**config.mk**
```make
export PLATFORM = sky130hd
export DESIGN_NAME = gpx_regbank
export DESIGN_NICKNAME = d
export VERILOG_FILES = /design/src/rtl/gpx_regbank.sv
export SDC_FILE = /design/constraint.sdc
export NUM_CORES = 1
export LEC_CHECK = 0
export BUFFER_PORTS_ARGS = -buffer_cell sky130_fd_sc_hd__buf_2
export CORE_ASPECT_RATIO = 1.4
export CORE_UTILIZATION = 38
export DETAILED_ROUTE_END_ITERATION = 10
export SYNTH_ARGS = -nofsm -noshare
export SYNTH_HDL_FRONTEND = slang
export SYNTH_SLANG_ARGS = --single-unit
```
**constraint.sdc**
```tcl
create_clock -name clk -period 2 [get_ports clk]
set_clock_uncertainty 0.15 [all_clocks]
set_input_delay 0.4 -clock clk [delete_from_list [all_inputs] [get_ports clk]]
set_output_delay 0.4 -clock clk [all_outputs]
set_load 0.02 [all_outputs]
```
**src/rtl/gpx_regbank.sv**
```systemverilog
module gpx_regbank (
  input  logic        clk,
  input  logic        rst_n,
  input  logic        cmd_valid,
  input  logic [7:0]  cmd_data,
  input  logic        wr_en,
  input  logic [7:0]  wr_data,
  input  logic        rd_en,
  output logic [7:0]  rd_data,
  output logic        rd_valid,
  input  logic [15:0] pin_in,
  output logic [15:0] pin_oe,
  output logic [15:0] pin_out,
  input  logic [15:0] irq_status_in,
  output logic [15:0] irq_mask,
  output logic [15:0] latch_en,
  output logic [15:0] pull_en,
  output logic [15:0] pull_sel,
  output logic [31:0] drive_str
);
  logic [7:0]  ptr;
  logic [15:0] pin_q, outv, pol, cfg;
  logic [1:0]  od;
  logic [7:0]  rd_nxt;
  logic        acc;

  assign acc = !cmd_valid && (wr_en || rd_en);

  always_ff @(posedge clk or negedge rst_n)
    if (!rst_n) begin
      ptr <= 8'h00;
    end else if (cmd_valid) begin
      ptr <= cmd_data;
    end else if (acc) begin
      ptr <= {ptr[7:1], ~ptr[0]};
    end

  always_ff @(posedge clk or negedge rst_n)
    if (!rst_n) pin_q <= '0;
    else        pin_q <= pin_in;

  always_ff @(posedge clk or negedge rst_n)
    if (!rst_n) begin
      outv      <= 16'hFFFF;
      pol       <= 16'h0000;
      cfg       <= 16'hFFFF;
      drive_str <= 32'hFFFF_FFFF;
      latch_en  <= 16'h0000;
      pull_en   <= 16'h0000;
      pull_sel  <= 16'hFFFF;
      irq_mask  <= 16'hFFFF;
      od        <= 2'b00;
    end else if (!cmd_valid && wr_en) begin
      case (ptr)
        8'h02: outv[7:0]       <= wr_data;
        8'h03: outv[15:8]      <= wr_data;
        8'h04: pol[7:0]        <= wr_data;
        8'h05: pol[15:8]       <= wr_data;
        8'h06: cfg[7:0]        <= wr_data;
        8'h07: cfg[15:8]       <= wr_data;
        8'h40: drive_str[7:0]  <= wr_data;
        8'h41: drive_str[15:8] <= wr_data;
        8'h42: drive_str[23:16] <= wr_data;
        8'h43: drive_str[31:24] <= wr_data;
        8'h44: latch_en[7:0]   <= wr_data;
        8'h45: latch_en[15:8]  <= wr_data;
        8'h46: pull_en[7:0]    <= wr_data;
        8'h47: pull_en[15:8]   <= wr_data;
        8'h48: pull_sel[7:0]   <= wr_data;
        8'h49: pull_sel[15:8]  <= wr_data;
        8'h4A: irq_mask[7:0]   <= wr_data;
        8'h4B: irq_mask[15:8]  <= wr_data;
        8'h4F: od              <= wr_data[1:0];
        default: ;
      endcase
    end

  always_comb begin
    case (ptr)
      8'h00: rd_nxt = pin_q[7:0] ^ pol[7:0];
      8'h01: rd_nxt = pin_q[15:8] ^ pol[15:8];
      8'h02: rd_nxt = outv[7:0];
      8'h03: rd_nxt = outv[15:8];
      8'h04: rd_nxt = pol[7:0];
      8'h05: rd_nxt = pol[15:8];
      8'h06: rd_nxt = cfg[7:0];
      8'h07: rd_nxt = cfg[15:8];
      8'h40: rd_nxt = drive_str[7:0];
      8'h41: rd_nxt = drive_str[15:8];
      8'h42: rd_nxt = drive_str[23:16];
      8'h43: rd_nxt = drive_str[31:24];
      8'h44: rd_nxt = latch_en[7:0];
      8'h45: rd_nxt = latch_en[15:8];
      8'h46: rd_nxt = pull_en[7:0];
      8'h47: rd_nxt = pull_en[15:8];
      8'h48: rd_nxt = pull_sel[7:0];
      8'h49: rd_nxt = pull_sel[15:8];
      8'h4A: rd_nxt = irq_mask[7:0];
      8'h4B: rd_nxt = irq_mask[15:8];
      8'h4C: rd_nxt = irq_status_in[7:0] & ~irq_mask[7:0];
      8'h4D: rd_nxt = irq_status_in[15:8] & ~irq_mask[15:8];
      8'h4F: rd_nxt = {6'b0, od};
      default: rd_nxt = 8'h00;
    endcase
  end

  always_ff @(posedge clk or negedge rst_n)
    if (!rst_n) begin
      rd_data  <= 8'h00;
      rd_valid <= 1'b0;
    end else begin
      rd_valid <= rd_en && !wr_en && !cmd_valid;
      if (rd_en && !wr_en && !cmd_valid) rd_data <= rd_nxt;
    end

  logic [15:0] od_pin;
  assign od_pin  = {{8{od[1]}}, {8{od[0]}}};
  assign pin_oe  = ~cfg & (~od_pin | ~outv);
  assign pin_out = outv & ~od_pin;
endmodule

```
# Word level (Yosys, flattened, before mapping)
# Cells that the tools add are included.
# word_totals
regBits,179
in_bits,53
output_inout_bits,137
word_cells,90
# classes
n_eq_ne,22
mux,3
bitwise_logic,13
n_reduce_logical,28
# ops
op,n
$pmux 8 s23,1
$eq 8x7->1 const B,15
$not 16->16,3
$reduce_and 2->1,19
$and 16x16->16,2
$eq 8x3->1 const B,4
$and 8x8->8,2
$eq 8x2->1 const B,2
$not 8->8,2
$or 16x16->16,1
$xor 8x8->8,2
$eq 8x1->1 const B,1
$logic_not 8->1,1
$mux 8,1
$logic_and 1x1->1,4
$logic_not 1->1,2
$reduce_bool 2->1,1
$logic_or 1x1->1,1
$mux 1,1
$not 1->1,1

# Longest topological paths before layout
# Gate-level depths: netlist (run 1).
# logic_depth
word_depth,4
ltp_mapped,9
mapped_depth_nobuf,6

# Worst setup path before layout (run 1)
# No wires, ideal clock.
# synth_path
path_type,reg-to-reg
start,reg ptr[5]
end,reg cfg[10]
setup_time_ns,0.082
arrival_time_ns,1.927
required_time_ns,1.768
slack_ns,-0.159
stages_incl_launch_ff,7
period_less_slack_ns,2.159
path_cell_list,dfrtp_1 > or3_4 > buf_6 > nor3_4 > and2_1 > buf_2 > mux2_2
# synth_via
elab_chain_cells,2
# synth_rtl
item,line,text
"start, declared",21,logic [7:0] ptr;
"start signal, assigned",33,ptr <= cmd_data;
"start signal, assigned",35,"ptr <= {ptr[7:1], ~ptr[0]};"
$eq 8x3->1,54,case (ptr)
$reduce_and 2->1 (no line),n/a,
"end signal, assigned",60,8'h07: cfg[15:8] <= wr_data;
"end, declared",22,"logic [15:0] pin_q, outv, pol, cfg;"
# No other way between the ends.
# A chain may end at the register's enable or synchronous reset.

# Final worst setup path (run 1)
# layout_path
start,reg ptr[5]
end,reg rd_data[6]
# layout_via
elab_chain_cells,2
elab_cells_between_ends,24
cone_classes,eq/ne (22); mux (1); reduce/logical (1)
# layout_rtl
item,line,text
"$eq 8x7->1, or another cell as far along",79,case (ptr)
$pmux 8 s23 *,79,
"end signal, assigned",113,if (rd_en && !wr_en && !cmd_valid) rd_data <= rd_nxt;
"end, declared",9,"output logic [7:0] rd_data,"
# Every way passes the cells marked *; elsewhere a longest branch is shown, timed or not.

==> results of run 1 <==
-- cell usage after synthesis, types with 3 or more instances --
cell / number / area, sq um
a21oi_1: 30 / 150
a221o_1: 3 / 30.0
a22o_1: 9 / 78.8
a22oi_1: 14 / 105
a31oi_1: 7 / 43.8
a32oi_1: 11 / 96.3
and2_1: 4 / 25.0
and3_1: 4 / 25.0
buf_1: 5 / 18.8
buf_2: 14 / 70.1
buf_4: 3 / 22.5
clkbuf_1: 27 / 101
dfrtp_1: 83 / 2080
dfstp_2: 96 / 2520
inv_1: 7 / 26.3
mux2_2: 155 / 1750
mux2i_1: 17 / 170
nand2_1: 46 / 173
nand2_2: 9 / 56.3
nand2b_1: 9 / 56.3
nand3_1: 19 / 95.1
nand3b_1: 5 / 37.5
nor2_1: 22 / 82.6
nor2b_1: 31 / 194
nor3_1: 8 / 40.0
nor3b_1: 4 / 30.0
nor4_1: 3 / 18.8
o211ai_1: 4 / 30.0
o21ai_0: 25 / 125
o22a_1: 3 / 26.3
o31ai_1: 7 / 52.6
o32ai_1: 6 / 52.6
or3b_2: 3 / 26.3
xnor2_1: 11 / 96.3
xor2_1: 4 / 35.0
-- final timing paths --
check / from / to / cells after the start
setup reg to reg: ptr[5] / rd_data[6] / 8
max in group asynchronous: rst_n / outv[6] / 3
setup / recovery: ptr[5] / rd_data[6] / 8
hold / removal: cmd_data[0] / ptr[0] / 3
hold reg to reg: pol[1] / pol[1] / 1
min in group asynchronous: rst_n / pull_en[13] / 2
-- power breakdown --
part	switching, mW	internal [mW]	total (mW)
Combinational	0.996	0.843	1.84
Clock	1.45	2.17	3.63
Sequential	0.218	3.89	4.11
-- stage by stage --
step | area, sq um | setup slack, ns
2_1_floorplan | 9100 | -0.137
3_3_place_gp | 11400 | -0.365
3_5_place_dp | 11400 | -0.385
4_1_cts | 12900 | -0.227
5_1_grt | 13200 | -0.330
6_report | 13200 | -0.314
-- metal layers --
layer	global-route usage	vias to the layer above	wire length, um
li1	-	3512	-
met1	0.362	4165	14300
met2	0.524	334	18300
met3	0.0397	95	1740
met4	0.165	0	1880
met5	0	-	0
-- state kept, by name, indices dropped and copies added (netlist names) --
name	flops
drive_str	32
rd_valid	1
cfg	16
irq_mask	16
ptr	8
pin_q	16
outv	16
pull_en	16
latch_en	16
pull_sel	16
od	2
rd_data	8
pol	16
-- what timing repair did --
| action | CTS | global route |
|---|---|---|
| pin swaps | 21 | 11 |
| cloned | 1 | 1 |
| buffers inserted | 37 | 11 |
| hold buffers | 17 | 0 |
| setup endpoints to repair | 165 | 154 |
| endpoints found under the hold margin | 38 | 0 |
| gates resized for setup | 103 | 51 |
-- worst min-delay path, delay by kind of cell --
kind            cells  cell delay, ns
compound gates      1            0.05
buf+inv             1            0.08
simple gates        1            0.04
-- cells by family (layout without fill, tap and decap cells) --
group                  count (synthesis)  after routing  synth area share
AND/OR/NAND/NOR                      187            187             0.119
flip-flops                           179            179             0.512
multiplexers                         172            172             0.213
AO/OA/AOI/OAI                        144            144             0.112
buffers and inverters                 58            432            0.0291
XOR/XNOR                              15             15            0.0146
other                                  0              1                 0
-- final cells by class --
type / instances / area share
timing repair buffer: 393 / 0.223
clock buffer: 24 / 0.0388
antenna: 1 / 0.000189
multi-input combinational: 518 / 0.349
sequential: 179 / 0.349
clock inverter: 8 / 0.00918
tap: 306 / 0.0290
inverter: 7 / 0.00199
==> run summary, run 1 <==
status: complete, but fails checks
failing checks: negative setup slack
grt ovf: 0
effective utilization at floorplan: 0.387
max_cap viols: 0
Slew Limit Fails: 0
CTS tree: yes
Seq/Total Area, Yosys: 0.512
Final Hold Fails: 0
pin count of the biggest net entering global routing: 53
final core occ: 0.570
NumNets Final: 1169
initial antenna violation count: 1
vias in the first global route: 8141
Seq cells post-synth: 179
Die Y: 184 um
Non-Filler Instances: 1436
hold_ws: 0.0247 ns
final setup margin: -0.314 ns
Synth Net Count: 808
CTS Sinks: 179
Slew HR: 0.596
FILL cells: 1987
most common cell after layout, fill and taps aside: buf_2
Overall Global Routing Usage: 0.302
htree depth: 4
TritonRoute pass-1 iters: 6
Post-route DRC: 0
Avg WL per Cell: 25.2 um
DRT iter0 DRCs: 627
clk root buf: clkbuf_16
IO Port Bufs: 189
unrepaired setup endpoints after global routing: yes
I/O pin count: 190
Crit Path Class: reg -> reg
Most common cell on crit path: a32oi_1
first-pass GRT wire length: 52700 um
Final Power: 9.58 mW
area of the mapped netlist: 8980 sq um
DR vias/cell: 5.64
Reg area: 4610 sq um
commonest non-fill, non-tap cells in the layout: 186 x buf_2, 129 x buf_4, 124 x mux2_2
LEAKAGE: 6.15 nW
layout cells sized above 1: 0.647
Unique masters post-synth: 67
Synth Flop Type: dfstp_2
Final setup viols: 140
Max Fclk: 432 MHz
Synth warnings: 0
Avg Cell Area, Syn: 11.9 sq um
core area: 23200 sq um
setup TNS: -18.82 ns
Hold Crit Class: in -> reg
clk slew on worst S/H paths: 0.07 ns
ANT nets after route: 0
placed insts: 1338
Crit-path slowest cell: dfrtp_2
Worst Path Max Fanout: 5
cells after synthesis: 755
Die ar.: 24300 sq um
Worst path max stage delay: 0.44 ns
crit path time final: 2.31 ns
Power Density: 724 nW/um^2
Data required, critical path: 2.20 ns
worst-margin pin slew: 0.606 ns
Cell Chain, Critical Path: or3_4 > buf_4 > nor3_4 > buf_6 > buf_12 > a32oi_1 > a22o_1 > a32oi_1
Worst R2R Setup Slack: -0.31 ns
Worst Setup Start Kind: flip-flop
CTS Buf Count: 17
ys async rst share: 1.00
Max IR drop VDD: 0.000606 V
Area Growth Syn to Fin: 47.2%
row cnt: 66
CP bufs+invs: 3
Post-synth EDFFs: 0
Top Family by Delay on Critical Path: simple AND/OR/NAND/NOR gates
Placer Congestion: 0.992
drt total wl: 36200 um
area taken by multi-input logic gates: 4620 sq um
Clock Latency Late Sink: 0.44 ns
hpwl dp: 26800 um
total vias in the final route: 8106
WP data arrival: 2.52 ns
Tcrit/Tclk final: 1.16
Horiz. Die Dim: 132 um
Crit. End Element: flip-flop
Bufs on Longest Clock Path: 2
(Power assumes the default switching activity.)
==> run 2: changes to the inputs <==
--- a/config.mk
+++ b/config.mk
@@ -5,6 +5,7 @@
 export SDC_FILE = /design/constraint.sdc
 export NUM_CORES = 1
 export LEC_CHECK = 0
+export ABC_AREA = 1
 export BUFFER_PORTS_ARGS = -buffer_cell sky130_fd_sc_hd__buf_2
 export CORE_ASPECT_RATIO = 1.4
 export CORE_UTILIZATION = 38
==> constraint.sdc (replaced) <==
create_clock -name clk -period 2.15 [get_ports clk]
set_clock_uncertainty 0.15 [all_clocks]
set_input_delay 0.43 -clock clk [delete_from_list [all_inputs] [get_ports clk]]
set_output_delay 0.43 -clock clk [all_outputs]
set_load 0.02 [all_outputs]
==> run summary, run 2 <==
status: complete, no violations
Die Y: 181 um (-1.5%)
pin count of the biggest net entering global routing: 50 (-5.7%)
initial antenna violation count: 0 (-1)
commonest non-fill, non-tap cells in the layout: 328 x nand2_1, 188 x buf_2, 137 x o21ai_0
worst-margin pin slew: 0.465 ns (-0.141 ns)
ys async rst share: 1.00 (unchanged)
final setup margin: 0.134 ns (+0.448 ns)
Synth Flop Type: dfstp_2
crit path time final: 2.02 ns
area of the mapped netlist: 8720 sq um (-2.9%)
I/O pin count: 190 (unchanged)
Avg Cell Area, Syn: 7.98 sq um (-33%)
Synth Net Count: 1146 (+42%)
CTS Sinks: 179 (unchanged)
core area: 22500 sq um (-2.9%)
most common cell after layout, fill and taps aside: nand2_1
Combinational Power Share: 0.143 (-0.049)
Synth top area share: 0.289 (+0.00850)
Pint: 5.72 mW (-17%)
Max Fclk: 496 MHz
Power Density: 741 nW/um^2 (+2.3%)
drt total wl: 31300 um (-14%)
vias in the first global route: 7812 (-4.0%)
hold_ws: 0.0484 ns (+0.0237 ns)
sequential share of power: 0.483 (+0.054)
max_cap viols: 0 (unchanged)
Post-route DRC: 0 (unchanged)
Hold Crit Class: in -> reg
unrepaired setup endpoints after global routing: no
switching share of power: 0.300 (+0.0213)
most frequent cell after synthesis: nand2_1
clock power share: 0.374 (-0.005)
Crit Path Class: reg -> out
Final setup viols: 0 (-100%)
Synth warnings: 0 (unchanged)
TritonRoute pass-1 iters: 6 (unchanged)
Die ar.: 23600 sq um (-2.9%)
IO Port Bufs: 189 (unchanged)
Data required, critical path: 1.57 ns (-0.63 ns)
Seq cells post-synth: 179 (unchanged)
DR vias/cell: 5.09 (-9.7%)
hpwl dp: 22600 um (-16%)
Overall Global Routing Usage: 0.275 (-0.0265)
Tcrit/Tclk final: 0.938
largest area contributor in the netlist: dfstp_2
setup TNS: 0 ns (+18.82 ns)
total vias in the final route: 8274 (+2.1%)
effective utilization at floorplan: 0.387 (about the same)
first-pass GRT wire length: 47200 um (-10%)
Area Growth Syn to Fin: 26.4%
layout cells sized above 1: 0.306 (-0.341)
Seq/Total Area, Yosys: 0.528 (+0.0155)
LEAKAGE: 5.38 nW (-13%)
Most flops, register: drive_str
CTS tree: yes
Final Hold Fails: 0 (unchanged)
Largest register FFs: 32 (unchanged)
Antenna diodes: 0 (-1)
FILL cells: 2240 (+13%)
cells after synthesis: 1093 (+45%)
htree depth: 4 (unchanged)
ANT nets after route: 0 (unchanged)
Clock Latency Late Sink: 0.44 ns (about the same)
clk root buf: clkbuf_16
Placer Congestion: 0.941 (-5.2%)
Setup WS pre-CTS: 0.0162 ns (+0.402 ns)
CTS Buf Count: 17 (unchanged)
net load switching power: 2.45 mW (-8.2%)
DRT iter0 DRCs: 795 (+27%)
NumNets Final: 1363 (+17%)
top cells by area, synth: dfstp_2 29%, dfrtp_1 24%, nand2_1 14%, o21ai_0 7.9%, nand3_1 7.8%
grt ovf: 0 (unchanged)
Slew HR: 0.690 (+0.0942)
Final Instance Area: 11000 sq um (-17%)
Worst Setup Start Kind: flip-flop
Unique masters post-synth: 28 (-58%)
row cnt: 65 (-1.5%)
DP Area: 10200 sq um (-11%)
clk slew on worst S/H paths: 0.07 ns (about the same)
WP data arrival: 1.44 ns (-1.08 ns)
Post-synth top cells: 331 x nand2_1, 137 x o21ai_0, 136 x nand3_1
Worst Path Max Fanout: 18 (+13)
Avg WL per Cell: 19.3 um (-24%)
Horiz. Die Dim: 130 um (-1.5%)
Bufs on Longest Clock Path: 2 (unchanged)
Slew Limit Fails: 0 (unchanged)
Crit. End Element: output port
Post-synth EDFFs: 0 (unchanged)
Max IR drop VDD: 0.000469 V (-23%)
## run 2: power by group through the flow
stage / Combinational, mW / Sequential (mW) / Clock (mW)
2_1_floorplan: 0.494 / 4.03 / 0
3_3_place_gp: 1.10 / 3.99 / 0
3_5_place_dp: 1.11 / 3.99 / 0
4_1_cts: 1.14 / 3.94 / 3.11
5_1_grt: 1.28 / 3.97 / 3.24
6_report: 1.17 / 3.94 / 3.06
## run 2: what timing repair did
action	4_1_cts	5_1_grt
pin swaps	0	2
hold endpoints to repair	36	0
setup buffers	0	4
gates resized for setup	2	14
hold buffers	17	0
setup endpoints to repair	4	37
cloned	0	1
## run 2: logic make-up (layout without fill, tap and decap cells)
logic type,after synthesis,count (layout),synth area share
compound gates,170,170,0.0979
xor+xnor,15,15,0.0151
buf+inv,118,348,0.0575
flops,179,179,0.528
simple gates,611,611,0.302
## run 2: worst paths after layout
kind | startpoint | end | slack [ns] | depth (start not counted)
worst min register to register | drive_str[15] | drive_str[15] | 0.35 | 2
worst min-delay path | cmd_data[7] | ptr[7] | 0.05 | 3
min in group asynchronous | rst_n | rd_valid | 0.35 | 2
worst max register to register | ptr[7] | rd_data[6] | 0.16 | 9
max in group asynchronous | rst_n | rd_data[3] | 0.83 | 3
worst max-delay path | od[0] | pin_oe[6] | 0.13 | 2
## run 2: layout make-up
type	count	area, sq um	area share
multi-input combinational	796	3670	0.333
sequential	179	4600	0.418
inverter	66	248	0.0225
clock buffer	19	443	0.0402
clock inverter	13	126	0.0115
tap	301	377	0.0342
timing repair buffer	250	1550	0.141
## run 2: metrics by stage
stage | power [mW] | util | std cells
floorplan | 4.53 | - | 1093
global placement | 5.09 | 0.451 | 1570
detailed placement | 5.10 | 0.451 | 1570
CTS | 8.19 | 0.484 | 1619
global route | 8.49 | 0.489 | 1624
finish | 8.17 | 0.489 | 1624
## run 2: worst max-delay path: stages, from the launching register on
cell     delay (ns)
dfrtp_2        0.54
a21oi_1        0.24
buf_2          0.20
## run 2: per-layer routing
metal	vias up	routed length (um)	GRT usage
li1	3979	-	-
met1	3908	12700	0.349
met2	331	15500	0.456
met3	56	1950	0.0471
met4	0	1170	0.120
met5	-	0	0
==> run 3: changes to the inputs <==
--- a/config.mk
+++ b/config.mk
@@ -5,7 +5,6 @@
 export SDC_FILE = /design/constraint.sdc
 export NUM_CORES = 1
 export LEC_CHECK = 0
-export ABC_AREA = 1
 export BUFFER_PORTS_ARGS = -buffer_cell sky130_fd_sc_hd__buf_2
 export CORE_ASPECT_RATIO = 1.4
 export CORE_UTILIZATION = 38
==> run summary, run 3 (synthesized netlist as in run 1, its figures left out) <==
final setup margin: -0.129 ns (-0.263 ns)
Largest register FFs: 32 (unchanged)
max_cap viols: 0 (unchanged)
initial antenna violation count: 0 (unchanged)
Cell Chain, Critical Path: or3_4 > or3_4 > or4_4 > o211ai_2 > a211oi_2 > a32oi_1
worst-margin pin slew: 0.572 ns (+0.107 ns)
Non-Filler Instances: 1392 (-14%)
row cnt: 66 (+1.5%)
switching share of power: 0.294 (-0.00628)
grt ovf: 0 (unchanged)
Pint: 6.01 mW (+5.0%)
Post-route DRC: 0 (unchanged)
core area: 23200 sq um (+3.0%)
pin count of the biggest net entering global routing: 42 (-16%)
Die Y: 184 um (+1.5%)
DR vias/cell: 5.54 (+8.8%)
Max Fclk: 439 MHz (-12%)
Most flops, register: drive_str
net load switching power: 2.50 mW (+1.9%)
Combinational Power Share: 0.179 (+0.036)
Final Hold Fails: 0 (unchanged)
clk root buf: clkbuf_16
hpwl dp: 26900 um (+19%)
Max IR drop VDD: 0.000569 V (+21%)
LEAKAGE: 5.83 nW (+8.4%)
IO Port Bufs: 189 (unchanged)
Worst R2R Setup Slack: -0.13 ns (-0.29 ns)
NumNets Final: 1126 (-17%)
Setup WS pre-CTS: -0.231 ns (-0.247 ns)
Hold Crit Class: in -> reg
Data required, critical path: 2.36 ns (+0.79 ns)
WP data arrival: 2.49 ns (+1.05 ns)
Placer Congestion: 0.955 (+1.5%)
Tcrit/Tclk final: 1.06 (+0.122)
DRT iter0 DRCs: 475 (-40%)
Final setup viols: 35 (+35)
crit path time final: 2.28 ns (+0.263 ns)
layout cells sized above 1: 0.625 (+0.319)
CTS tree: yes
Final Power: 8.50 mW (+4.1%)
Most common cell on crit path: or3_4
hold_ws: 0.0683 ns (+0.0199 ns)
first-pass GRT wire length: 51300 um (+8.6%)
DP Area: 11300 sq um (+11%)
status: complete, but fails checks
area taken by multi-input logic gates: 4420 sq um (+20%)
TritonRoute pass-1 iters: 5 (-1)
unrepaired setup endpoints after global routing: yes
clock power share: 0.370 (-0.004)
CTS Sinks: 179 (unchanged)
FILL cells: 2139 (-4.5%)
Area Growth Syn to Fin: 39.0%
failing checks: negative setup slack
effective utilization at floorplan: 0.387 (about the same)
htree depth: 4 (unchanged)
Antenna diodes: 0 (unchanged)
commonest non-fill, non-tap cells in the layout: 188 x buf_2, 145 x mux2_2, 114 x buf_4
total vias in the final route: 7717 (-6.7%)
Avg WL per Cell: 25.3 um (+31%)
Crit Path Class: reg -> reg
ANT nets after route: 0 (unchanged)
Reg area: 4610 sq um (+0.19%)
Final Instance Area: 12500 sq um (+13%)
Slew Limit Fails: 0 (unchanged)
clk slew on worst S/H paths: 0.07 ns (about the same)
CTS Buf Count: 17 (unchanged)
sequential share of power: 0.451 (-0.032)
most common cell after layout, fill and taps aside: buf_2
Overall Global Routing Usage: 0.296 (+0.0205)
Worst path max stage delay: 0.46 ns (-0.08 ns)
Die ar.: 24300 sq um (+3.0%)
Slew HR: 0.619 (-0.0715)
Crit. End Element: flip-flop
Crit-path slowest cell: or3_4
Bufs on Longest Clock Path: 2 (unchanged)
I/O pin count: 190 (unchanged)
Worst Setup Start Kind: flip-flop
vias in the first global route: 7626 (-2.4%)
drt total wl: 35200 um (+13%)
Worst Path Max Fanout: 5 (-13)
placed insts: 1331 (-15%)
Power Density: 681 nW/um^2 (-8.1%)
Clock Latency Late Sink: 0.44 ns (about the same)
Horiz. Die Dim: 132 um (+1.5%)
==> run 3: cell count changes in the layout (fill, tap and decap cells not counted), moves of 78 or more <==
| cell | previous run | this run |
|---|---|---|
| nand3_1 | 133 | 17 |
| o21ai_0 | 137 | 18 |
| mux2_2 | 0 | 145 |
| buf_4 | 36 | 114 |
| nor2_1 | 96 | 18 |
| nand2_1 | 328 | 41 |
==> run 3: power groups by stage <==
| stage | combinational, mW | clock (mW) | sequential, mW |
|---|---|---|---|
| final | 1.53 | 3.15 | 3.83 |
| after global routing | 1.62 | 3.34 | 3.85 |
| after global placement | 1.41 | 0 | 3.88 |
| after detailed placement | 1.42 | 0 | 3.88 |
| after floorplan | 0.606 | 0 | 3.90 |
| after CTS | 1.50 | 3.20 | 3.83 |
==> run 3: critical path, delay by kind of cell, from the launching register on <==
family          cells  cell delay [ns]
simple gates        3             1.26
flops               1             0.45
compound gates      3             0.34
==> run 3: path summary, 6_finish.rpt <==
check,cells past startpoint,to,from
max in group asynchronous,3,outv[3],rst_n
min in group asynchronous,2,pin_q[5],rst_n
hold / removal,2,ptr[2],cmd_data[2]
hold reg to reg,2,rd_data[1],rd_data[1]
setup reg to reg,6,rd_data[6],ptr[7]
setup / recovery,6,rd_data[6],ptr[7]
==> run 3: cell type report <==
cell class                      instances  area share
Tap cell                              306      0.0307
Sequential cell                       179       0.369
Clock buffer                           18      0.0344
Clock inverter                         14      0.0122
Inverter                                7     0.00210
Timing Repair Buffer                  350       0.197
Multi-Input combinational cell        518       0.354
==> run 3: routing by layer <==
| layer | GRT usage | vias to the layer above | part of all wire |
|---|---|---|---|
| met5 | 0 | - | 0 |
| met4 | 0.140 | 0 | 0.042 |
| met3 | 0.0403 | 73 | 0.044 |
| met2 | 0.514 | 288 | 0.51 |
| met1 | 0.362 | 3928 | 0.40 |
| li1 | - | 3428 | - |
==> run 3: metrics by stage <==
stage           util   TNS (ns)
4_1_cts        0.530     -0.705
3_5_place_dp   0.485     -14.65
6_report       0.538      -2.17
2_1_floorplan      -  -0.000161
3_3_place_gp   0.485     -14.36
5_1_grt        0.538      -4.26
==> run 3: repair_timing <==
item	in CTS	in global routing
setup endpoints to repair	122	138
buffers inserted	6	7
pin swaps	15	15
hold endpoints to repair	41	0
resized for setup	59	37
hold buffers	17	0
